## config.mk

```make
export PLATFORM = sky130hd
export DESIGN_NAME = irq_vector_ctrl
export DESIGN_NICKNAME = d
export VERILOG_FILES = /design/src/rtl/ivc_pkg.sv /design/src/rtl/ivc_prio_enc.sv /design/src/rtl/ivc_vec_table.sv /design/src/rtl/irq_vector_ctrl.sv
export SDC_FILE = /design/constraint.sdc
export NUM_CORES = 2
export LEC_CHECK = 0
export BUFFER_PORTS_ARGS = -buffer_cell sky130_fd_sc_hd__buf_2
export CAP_MARGIN = 20
export CORE_UTILIZATION = 54
export CTS_CLUSTER_DIAMETER = 100
export DETAILED_ROUTE_END_ITERATION = 10
export PLACE_DENSITY = 0.7
export SLEW_MARGIN = 20
export SYNTH_ARGS = -nofsm -noshare
export SYNTH_HDL_FRONTEND = slang
export SYNTH_SLANG_ARGS = --single-unit
export TNS_END_PERCENT = 20
```

## constraint.sdc

```tcl
create_clock -name clk -period 9.4 [get_ports clk]
set_clock_uncertainty 0.05 [all_clocks]
set_input_delay 2.35 -clock clk [delete_from_list [all_inputs] [get_ports clk]]
set_output_delay 2.35 -clock clk [all_outputs]
set_load 0.02 [all_outputs]
```

## src/rtl/ivc_pkg.sv

```systemverilog
package ivc_pkg;
   localparam int ADDR_W = 6;
   localparam int DATA_W = 32;
   localparam int IDX_W  = 5;
   localparam int MAX_IRQ = 32;

   localparam logic [ADDR_W-1:0] ADR_CTRL  = 6'h00;
   localparam logic [ADDR_W-1:0] ADR_RAW   = 6'h01;
   localparam logic [ADDR_W-1:0] ADR_ENSET = 6'h02;
   localparam logic [ADDR_W-1:0] ADR_ENCLR = 6'h03;
   localparam logic [ADDR_W-1:0] ADR_MASK  = 6'h04;
   localparam logic [ADDR_W-1:0] ADR_VEC   = 6'h05;
   localparam logic [ADDR_W-1:0] ADR_SOFT  = 6'h06;
   localparam logic [ADDR_W-1:0] ADR_EOI   = 6'h07;
   localparam int TBL_SEL_BIT = 5;

   typedef enum logic {
      SVC_IDLE = 1'b0,
      SVC_BUSY = 1'b1
   } svc_state_e;
endpackage

```

## src/rtl/ivc_prio_enc.sv

```systemverilog
module ivc_prio_enc #(
   parameter int NUM_IRQ = 32
) (
   input  logic [NUM_IRQ-1:0]       req_i,
   output logic                     vld_o,
   output logic [ivc_pkg::IDX_W-1:0] idx_o
);
   always_comb begin
      vld_o = 1'b0;
      idx_o = '0;
      for (int i = NUM_IRQ - 1; i >= 0; i--) begin
         if (req_i[i]) begin
            vld_o = 1'b1;
            idx_o = ivc_pkg::IDX_W'(i);
         end
      end
   end
endmodule

```

## src/rtl/ivc_vec_table.sv

```systemverilog
module ivc_vec_table #(
   parameter int NUM_IRQ = 32,
   parameter int DW      = 32
) (
   input  logic                      clk,
   input  logic                      rst_n,
   input  logic                      wr_en_i,
   input  logic [ivc_pkg::IDX_W-1:0] wr_idx_i,
   input  logic [DW-1:0]             wr_data_i,
   input  logic [ivc_pkg::IDX_W-1:0] bus_idx_i,
   output logic [DW-1:0]             bus_data_o,
   input  logic [ivc_pkg::IDX_W-1:0] svc_idx_i,
   output logic [DW-1:0]             svc_data_o
);
   localparam int TW = (NUM_IRQ > 1) ? $clog2(NUM_IRQ) : 1;
   localparam logic [ivc_pkg::IDX_W-1:0] LAST = ivc_pkg::IDX_W'(NUM_IRQ - 1);

   logic [DW-1:0] mem [NUM_IRQ];

   for (genvar g = 0; g < NUM_IRQ; g++) begin : g_word
      always_ff @(posedge clk or negedge rst_n) begin
         if (!rst_n)
            mem[g] <= '0;
         else if (wr_en_i && wr_idx_i == ivc_pkg::IDX_W'(g))
            mem[g] <= wr_data_i;
      end
   end

   assign bus_data_o = (bus_idx_i <= LAST) ? mem[bus_idx_i[TW-1:0]] : '0;
   assign svc_data_o = (svc_idx_i <= LAST) ? mem[svc_idx_i[TW-1:0]] : '0;
endmodule

```

## src/rtl/irq_vector_ctrl.sv

```systemverilog
module irq_vector_ctrl
   import ivc_pkg::*;
#(
   parameter int NUM_IRQ = 32
) (
   input  logic               clk,
   input  logic               rst_n,
   input  logic [NUM_IRQ-1:0] irq_i,
   input  logic               reg_wr_i,
   input  logic [ADDR_W-1:0]  reg_addr_i,
   input  logic [DATA_W-1:0]  reg_wdata_i,
   output logic [DATA_W-1:0]  reg_rdata_o,
   output logic               irq_o
);
   if (NUM_IRQ < 2 || NUM_IRQ > MAX_IRQ) begin : g_bad_cfg
      $error("irq_vector_ctrl: NUM_IRQ must lie in 2..32");
   end

   logic               ctrl_en, ctrl_pol;
   logic [NUM_IRQ-1:0] mask_q, soft_q;
   svc_state_e         state_q;
   logic [IDX_W-1:0]   cur_idx;
   logic [DATA_W-1:0]  vec_q;

   logic [NUM_IRQ-1:0] wbits, pending, ack_bits;
   logic               wr_ctrl, wr_set, wr_clr, wr_soft, wr_eoi, wr_tbl;
   logic               grant_vld;
   logic [IDX_W-1:0]   grant_idx;
   logic [DATA_W-1:0]  tbl_bus, tbl_svc;
   logic               in_service;

   assign wbits   = reg_wdata_i[NUM_IRQ-1:0];
   assign wr_ctrl = reg_wr_i && reg_addr_i == ADR_CTRL;
   assign wr_set  = reg_wr_i && reg_addr_i == ADR_ENSET;
   assign wr_clr  = reg_wr_i && reg_addr_i == ADR_ENCLR;
   assign wr_soft = reg_wr_i && reg_addr_i == ADR_SOFT;
   assign wr_eoi  = reg_wr_i && reg_addr_i == ADR_EOI;
   assign wr_tbl  = reg_wr_i && reg_addr_i[TBL_SEL_BIT];

   assign pending    = (irq_i | soft_q) & mask_q;
   assign in_service = (state_q == SVC_BUSY);

   ivc_prio_enc #(.NUM_IRQ(NUM_IRQ)) u_prio (
      .req_i (pending),
      .vld_o (grant_vld),
      .idx_o (grant_idx)
   );

   ivc_vec_table #(.NUM_IRQ(NUM_IRQ), .DW(DATA_W)) u_table (
      .clk        (clk),
      .rst_n      (rst_n),
      .wr_en_i    (wr_tbl),
      .wr_idx_i   (reg_addr_i[IDX_W-1:0]),
      .wr_data_i  (reg_wdata_i),
      .bus_idx_i  (reg_addr_i[IDX_W-1:0]),
      .bus_data_o (tbl_bus),
      .svc_idx_i  (grant_idx),
      .svc_data_o (tbl_svc)
   );

   // Control and mask registers
   always_ff @(posedge clk or negedge rst_n) begin
      if (!rst_n) begin
         ctrl_en  <= 1'b0;
         ctrl_pol <= 1'b0;
         mask_q   <= '0;
      end else begin
         if (wr_ctrl) begin
            ctrl_en  <= reg_wdata_i[0];
            ctrl_pol <= reg_wdata_i[1];
         end
         if (wr_set)
            mask_q <= mask_q | wbits;
         else if (wr_clr)
            mask_q <= mask_q & ~wbits;
      end
   end

   // Acknowledge vector for the line in service
   always_comb begin
      ack_bits = '0;
      for (int i = 0; i < NUM_IRQ; i++)
         if (wr_eoi && in_service && cur_idx == IDX_W'(i))
            ack_bits[i] = 1'b1;
   end

   always_ff @(posedge clk or negedge rst_n) begin
      if (!rst_n)
         soft_q <= '0;
      else
         soft_q <= (soft_q | (wr_soft ? wbits : '0)) & ~ack_bits;
   end

   // Service state machine
   always_ff @(posedge clk or negedge rst_n) begin
      if (!rst_n) begin
         state_q <= SVC_IDLE;
         cur_idx <= '0;
         vec_q   <= '0;
      end else if (!ctrl_en) begin
         state_q <= SVC_IDLE;
      end else begin
         case (state_q)
            SVC_IDLE: if (grant_vld) begin
               state_q <= SVC_BUSY;
               cur_idx <= grant_idx;
               vec_q   <= tbl_svc;
            end
            SVC_BUSY: if (wr_eoi) state_q <= SVC_IDLE;
            default:  state_q <= SVC_IDLE;
         endcase
      end
   end

   assign irq_o = (in_service && ctrl_en) ? ctrl_pol : ~ctrl_pol;

   // Read mux
   always_comb begin
      reg_rdata_o = '0;
      if (reg_addr_i[TBL_SEL_BIT]) begin
         reg_rdata_o = tbl_bus;
      end else begin
         case (reg_addr_i)
            ADR_CTRL: reg_rdata_o[1:0]         = {ctrl_pol, ctrl_en};
            ADR_RAW:  reg_rdata_o[NUM_IRQ-1:0] = irq_i;
            ADR_MASK: reg_rdata_o[NUM_IRQ-1:0] = mask_q;
            ADR_VEC:  reg_rdata_o              = vec_q;
            default:  reg_rdata_o              = '0;
         endcase
      end
   end

   // Assertions
   p_mask_set_r3: assert property (@(posedge clk) disable iff (!rst_n)
      wr_set |=> ((mask_q & $past(wbits)) == $past(wbits)));
   p_mask_clr_r3: assert property (@(posedge clk) disable iff (!rst_n)
      wr_clr |=> ((mask_q & $past(wbits)) == '0));
   p_grant_lowest_r4: assert property (@(posedge clk) disable iff (!rst_n)
      grant_vld |-> (pending[grant_idx] &&
                    ((pending & ((NUM_IRQ'(1) << grant_idx) - NUM_IRQ'(1))) == '0)));
   p_take_pending_r4: assert property (@(posedge clk) disable iff (!rst_n)
      (!in_service && ctrl_en && (|pending)) |=> in_service);
   p_vec_frozen_r7: assert property (@(posedge clk) disable iff (!rst_n)
      (in_service && !wr_eoi) |=> $stable(vec_q));
   p_eoi_release_r8: assert property (@(posedge clk) disable iff (!rst_n)
      (in_service && wr_eoi) |=> !in_service);
   p_off_idle_r10: assert property (@(posedge clk) disable iff (!rst_n)
      !ctrl_en |=> !in_service);
endmodule

```

# Word-level counts from Yosys, hierarchy flattened
# Index checks and enable logic that the tools add are counted.
[totals]
wordCells = 316
regBits = 1128
[op_classes]
n_bitwise = 12
n_reduce_logical = 77
n_lt_le_gt_ge = 4
n_eq_ne = 69
muxes = 115
[op_table]
columns = ["operator", "count"]
rows = [
  ["$bmux W32 S5", 2],
  ["$mux W32", 10],
  ["$eq A5 B5 Y1 const B", 32],
  ["$mux W5", 32],
  ["$and A32 B32 Y32", 3],
  ["$or A32 B32 Y32", 3],
  ["$pmux W30 S3", 1],
  ["$eq A5 B4 Y1 const B", 16],
  ["$logic_and A1 B1 Y1", 72],
  ["$mux W1", 68],
  ["$not A32 Y32", 2],
  ["$eq A5 B3 Y1 const B", 8],
  ["$eq A6 B3 Y1 const B", 4],
  ["$eq A5 B2 Y1 const B", 4],
  ["$eq A6 B2 Y1 const B", 2],
  ["$ge A6 B6 Y1 const B", 2],
  ["$not A5 Y6", 2],
  ["$eq A5 B1 Y1 const B", 2],
  ["$le A5 B5 Y1 const B", 2],
  ["$logic_not A5 Y1", 2],
  ["$pmux W2 S4", 1],
  ["$eq A6 B1 Y1 const B", 1],
  ["$logic_not A6 Y1", 1],
  ["$reduce_and A3 Y1", 1],
  ["3 further kinds", 4],
]

# Depth between registers and ports, before layout
[depth]
depth_word = 39
depth_mapped = 14
depth_no_buf = 10

# By module
# From an unflattened synthesis, not the netlist that was laid out.
[hier_totals]
hier_cells = 5213
area_unflattened_um2 = 61824.3
[modules_own_cells]
columns = ["mod", "n_inst", "area_each_um2", "seq_area_each_um2", "cells_per_inst"]
rows = [
  ["ivc_vec_table", 1, 55644.6, 25624.6, 4611],
  ["irq_vector_ctrl", 1, 5809.3, 2602.5, 537],
  ["ivc_prio_enc", 1, 370.4, 0.0, 65],
]

# Worst setup path after synthesis
# Ideal clock, no wire load.
[synth_path]
path_type = "input to output"
startpoint = "input port reg_addr_i[0]"
endpoint = "output port reg_rdata_o[10]"
path_stages = 8
arrival_ns = 4.733
setup_slack_ns = 2.267
n_path_buf = 3
required_time_ns = 7.000
path_cell_list = "buf_2 -> buf_2 -> buf_1 -> mux4_2 -> mux4_2 -> mux2_2 -> nand2_1 -> nand2_1"
[synth_via]
elab_chain_len = 6
[synth_lines]
columns = ["item", "line", "text"]
rows = [
  ["start, declared", "irq_vector_ctrl.sv:10", "input logic [ADDR_W-1:0] reg_addr_i,"],
  ["$not A5 Y6 (not written as such)", "ivc_vec_table.sv:29", "assign bus_data_o = (bus_idx_i <= LAST) ? mem[bus_idx_i[TW-1:0]] : '0;"],
  ["$bmux W32 S5", "ivc_vec_table.sv:29", ""],
  ["$mux W32 (not written as such) (2 in a row)", "ivc_vec_table.sv:29", ""],
  ["$mux W32", "ivc_vec_table.sv:29", ""],
  ["$mux W32 *", "irq_vector_ctrl.sv:120", "if (reg_addr_i[TBL_SEL_BIT]) begin"],
  ["end, declared", "irq_vector_ctrl.sv:12", "output logic [DATA_W-1:0] reg_rdata_o,"],
]
# Mark *: on every way between the ends. The rest lies on a longest branch, timed or not. The select of a mux whose other input is x is not followed.

# Final worst setup path
[layout_path]
startpoint = "input port reg_addr_i[0]"
endpoint = "output port reg_rdata_o[29]"
# Same word-level chain as after synthesis.

==> flow_metrics.env <==
export IMPL_worstSetupStartpointType="input port"
export IMPL_setup_tns_final_ns=0
export IMPL_ys_seq_elements=1128
export IMPL_drc_errors=0
export IMPL_die_h_microns=336
export IMPL_wl_per_cell_microns=31.9
export IMPL_yosysWarningCount=0
export IMPL_cap_violations=0
export IMPL_cp_required_ns=7.00
export IMPL_p_leak_nw=29.1
export IMPL_gr_max_usage_layer="met2"
export IMPL_grt_max_degree=174
export IMPL_critical_path_max_stage_delay_ns=1.14
export IMPL_fin_util=0.597
export IMPL_setup_violations=0
export IMPL_grtUsageMet1=0.489
export IMPL_grt_pass1_wl_microns=300000
export IMPL_synthCells=4983
export IMPL_dr_first_iter_drc_count=6723
export IMPL_fin_nets=4899
export IMPL_rsz0062_at_grt="false"
export IMPL_gr_usage_all_layers=0.364
export IMPL_run_status="finished, final reports clean"
export IMPL_cts_buffers=119
export IMPL_dieWidth_microns=336
export IMPL_crit_path_end_kind="primary output"
export IMPL_cts_sinks=1128
export IMPL_path_class="in2out"
export IMPL_clkLatencyLatePin_ns=0.73
export IMPL_grt_util_met3=0.110
export IMPL_ant_nets=0
export IMPL_slew_violations=0
export IMPL_grt_use_met2=0.534
export IMPL_dp_hpwl_microns=113000
export IMPL_holdCritPathClass="reg2reg"
export IMPL_cts_max_level=3
export IMPL_fin_crit_sh=0.855
export IMPL_pwr_density_cell_mw_per_mm2=236
export IMPL_grt_pass1_vias=44300
export IMPL_design_area_sq_mm=0.0661
export IMPL_path_cells="buf_8 > nor2b_1 > and3_2 > a222oi_1 > nand2_1 > buf_2"
export IMPL_syn_num_nets=5056
export IMPL_layout_common_cells="dfrtp_1 (1128), mux2_2 (1058), nand2_1 (746), nand3_1 (449), mux4_2 (320)"
export IMPL_crit_path_top_delay_cell="and3_2"
export IMPL_max_clock_path_buffers=3
export IMPL_drive_gt1_frac=0.384
export IMPL_n_fill_cell=8743
export IMPL_vias_per_cell=7.03
export IMPL_crit_buf_inv=2
export IMPL_start_util=0.545
export IMPL_cts_setup_buffers=0
export IMPL_wl_microns=205000
export IMPL_pre_cts_ws_ns=1.48
export IMPL_overflow=0
export IMPL_synth_edf_count=0
export IMPL_cts_reportedPaths_clkPinSlew_ns=0.06
export IMPL_postCtsResizedCells=0
export IMPL_cts_tree="yes"
export IMPL_coreArea_sq_mm=0.111
export IMPL_syn_area_sq_mm=0.0603
export IMPL_cp_arrival_ns=5.63
export IMPL_layout_commonest_cell="dfrtp_1"
export IMPL_gp_congestion=0.904
export IMPL_ir_drop_mv=0.297
export IMPL_fp_dieArea_sq_mm=0.113
export IMPL_worstMarginPinSlew_ns=1.29
export IMPL_cts_root_buf="clkbuf_16"
export IMPL_ioPinCount=106
export IMPL_cts_hold_buf=0
export IMPL_finalHoldViolCount=0
export IMPL_fin_crit_ns=8.03
export IMPL_antenna_found_initial=7
export IMPL_num_rows=122
export IMPL_ys_async_sr_fraction=1.00
export IMPL_yosysSeqAreaShare=0.468
export IMPL_synth_main_ff_cell="dfrtp_1"
export IMPL_cpLargestDelayFamily="simple AND/OR/NAND/NOR gates"
export IMPL_relSlewSlack=0.138
export IMPL_avgSynthCellArea_sq_um=12.1
export IMPL_area_delta_synth_final_pct=9.64
export IMPL_setup_ws_ns=1.37
export IMPL_clock_fmax_mhz=124
export IMPL_via_count=45100
export IMPL_ys_types=63
export IMPL_drt_pre_antenna_iters=10
export IMPL_portBuffers=105
export IMPL_dpl_instance_area_sq_mm=0.0620
export IMPL_cp_max_fo=67
==> cells in the mapped netlist (all sizes together), types with 2 or more instances <==
master | count | share of area
a221o | 6 | 0.0010
o21a | 12 | 0.0015
a31oi | 89 | 0.0092
nor2b | 7 | 0.00073
mux4 | 320 | 0.12
nor3b | 2 | 0.00025
buf | 203 | 0.017
a221oi | 65 | 0.014
a31o | 4 | 0.00058
a2111oi | 2 | 0.00060
o31ai | 2 | 0.00025
nor4 | 3 | 0.00042
mux2i | 116 | 0.019
or3 | 2 | 0.00021
o221ai | 28 | 0.0041
dfrtp | 1128 | 0.47
o211ai | 10 | 0.0013
mux2 | 1058 | 0.20
and2 | 6 | 0.00062
a311oi | 2 | 0.00029
nand3b | 2 | 0.00025
a222oi | 32 | 0.0053
nor3 | 13 | 0.0012
a211oi | 3 | 0.00054
or2 | 2 | 0.00021
a21o | 2 | 0.00025
nand2 | 751 | 0.047
nand3 | 460 | 0.038
nand4 | 44 | 0.0046
o2111a | 4 | 0.00075
a21oi | 106 | 0.0088
clkbuf | 280 | 0.017
inv | 2 | 0.00012
nor2 | 47 | 0.0030
and3 | 40 | 0.0042
o21ai | 109 | 0.0094
nand2b | 9 | 0.00093
and4 | 2 | 0.00029
a22oi | 2 | 0.00025
==> metrics by stage <==
stage	std cells	total power, mW	hold WS, ns
2_1_floorplan	4983	9.11	0.411
3_3_place_gp	6191	10.5	0.426
3_5_place_dp	6193	10.6	0.434
4_1_cts	6412	15.5	0.450
5_1_grt	6412	16.1	0.490
6_report	6416	15.6	0.455
==> layer usage <==
metal,wire length [microns],part of all wire
met1,77200,0.38
met2,90200,0.44
met3,25500,0.12
met4,11600,0.057
met5,44,0.00022
==> path summary, 6_finish.rpt <==
check | from | to | slack (ns) | cells after the start
min | cur_idx[4]$_DFFE_PN0P_ | cur_idx[4]$_DFFE_PN0P_ | 0.45 | 2
max reg2reg | soft_q[10]$_DFF_PN0_ | vec_q[29]$_DFFE_PN0P_ | 4.56 | 11
max in group asynchronous | rst_n | u_table.mem[528]$_DFFE_PN0P_ | 5.91 | 2
min in group asynchronous | rst_n | u_table.mem[325]$_DFFE_PN0P_ | 1.65 | 1
max | reg_addr_i[0] | reg_rdata_o[29] | 1.37 | 6
min reg2reg | cur_idx[4]$_DFFE_PN0P_ | cur_idx[4]$_DFFE_PN0P_ | 0.45 | 2
==> area by class of cell <==
| class | count | area (sq um) | area share |
|---|---|---|---|
| Inverter | 2 | 7.51 | 0.000114 |
| Clock buffer | 175 | 3550 | 0.0538 |
| Clock inverter | 44 | 538 | 0.00814 |
| Sequential cell | 1128 | 28200 | 0.427 |
| Multi-Input combinational cell | 3370 | 30400 | 0.460 |
| Tap cell | 1488 | 1860 | 0.0282 |
| Timing Repair Buffer | 205 | 1510 | 0.0228 |
| Antenna cell | 4 | 10.0 | 0.000151 |
==> flip-flops by register name, summed over array words and instances (netlist names), named ones only <==
| signal | flops |
|---|---|
| cur_idx | 5 |
| ctrl_en | 1 |
| u_table.mem | 1024 |
| ctrl_pol | 1 |
| vec_q | 32 |
| in_service | 1 |
| soft_q | 32 |
==> power by group <==
part           switching, mW  leakage [nW]  internal (mW)
Sequential             0.599          15.0           5.57
Clock                   2.02          2.02           2.90
Combinational           2.82          12.1           1.69
Total                   5.45          29.1           10.2
==> worst register-to-register path, cell delays in order, from the launching register on <==
cell and delay (ns):
dfrtp_1 0.39, o21ai_1 0.52, nand2_1 0.19, a31oi_1 0.46
a2111oi_4 0.14, or2_4 0.49, buf_12 0.39, nor2_4 0.87
buf_4 0.71, nand3_1 0.18, nand4_1 0.15, nand3_1 0.16
==> cell families after synthesis <==
logic type	count (synthesis)	share of synthesized area
AOI/OAI and AO/OA	483	0.0585
muxes	1494	0.337
xor gates and xnor gates	1	0.000145
DFF	1128	0.468
buffers and inverters	485	0.0342
and+or+nand+nor	1392	0.102
Note: power is estimated with default switching activity, not from simulation.
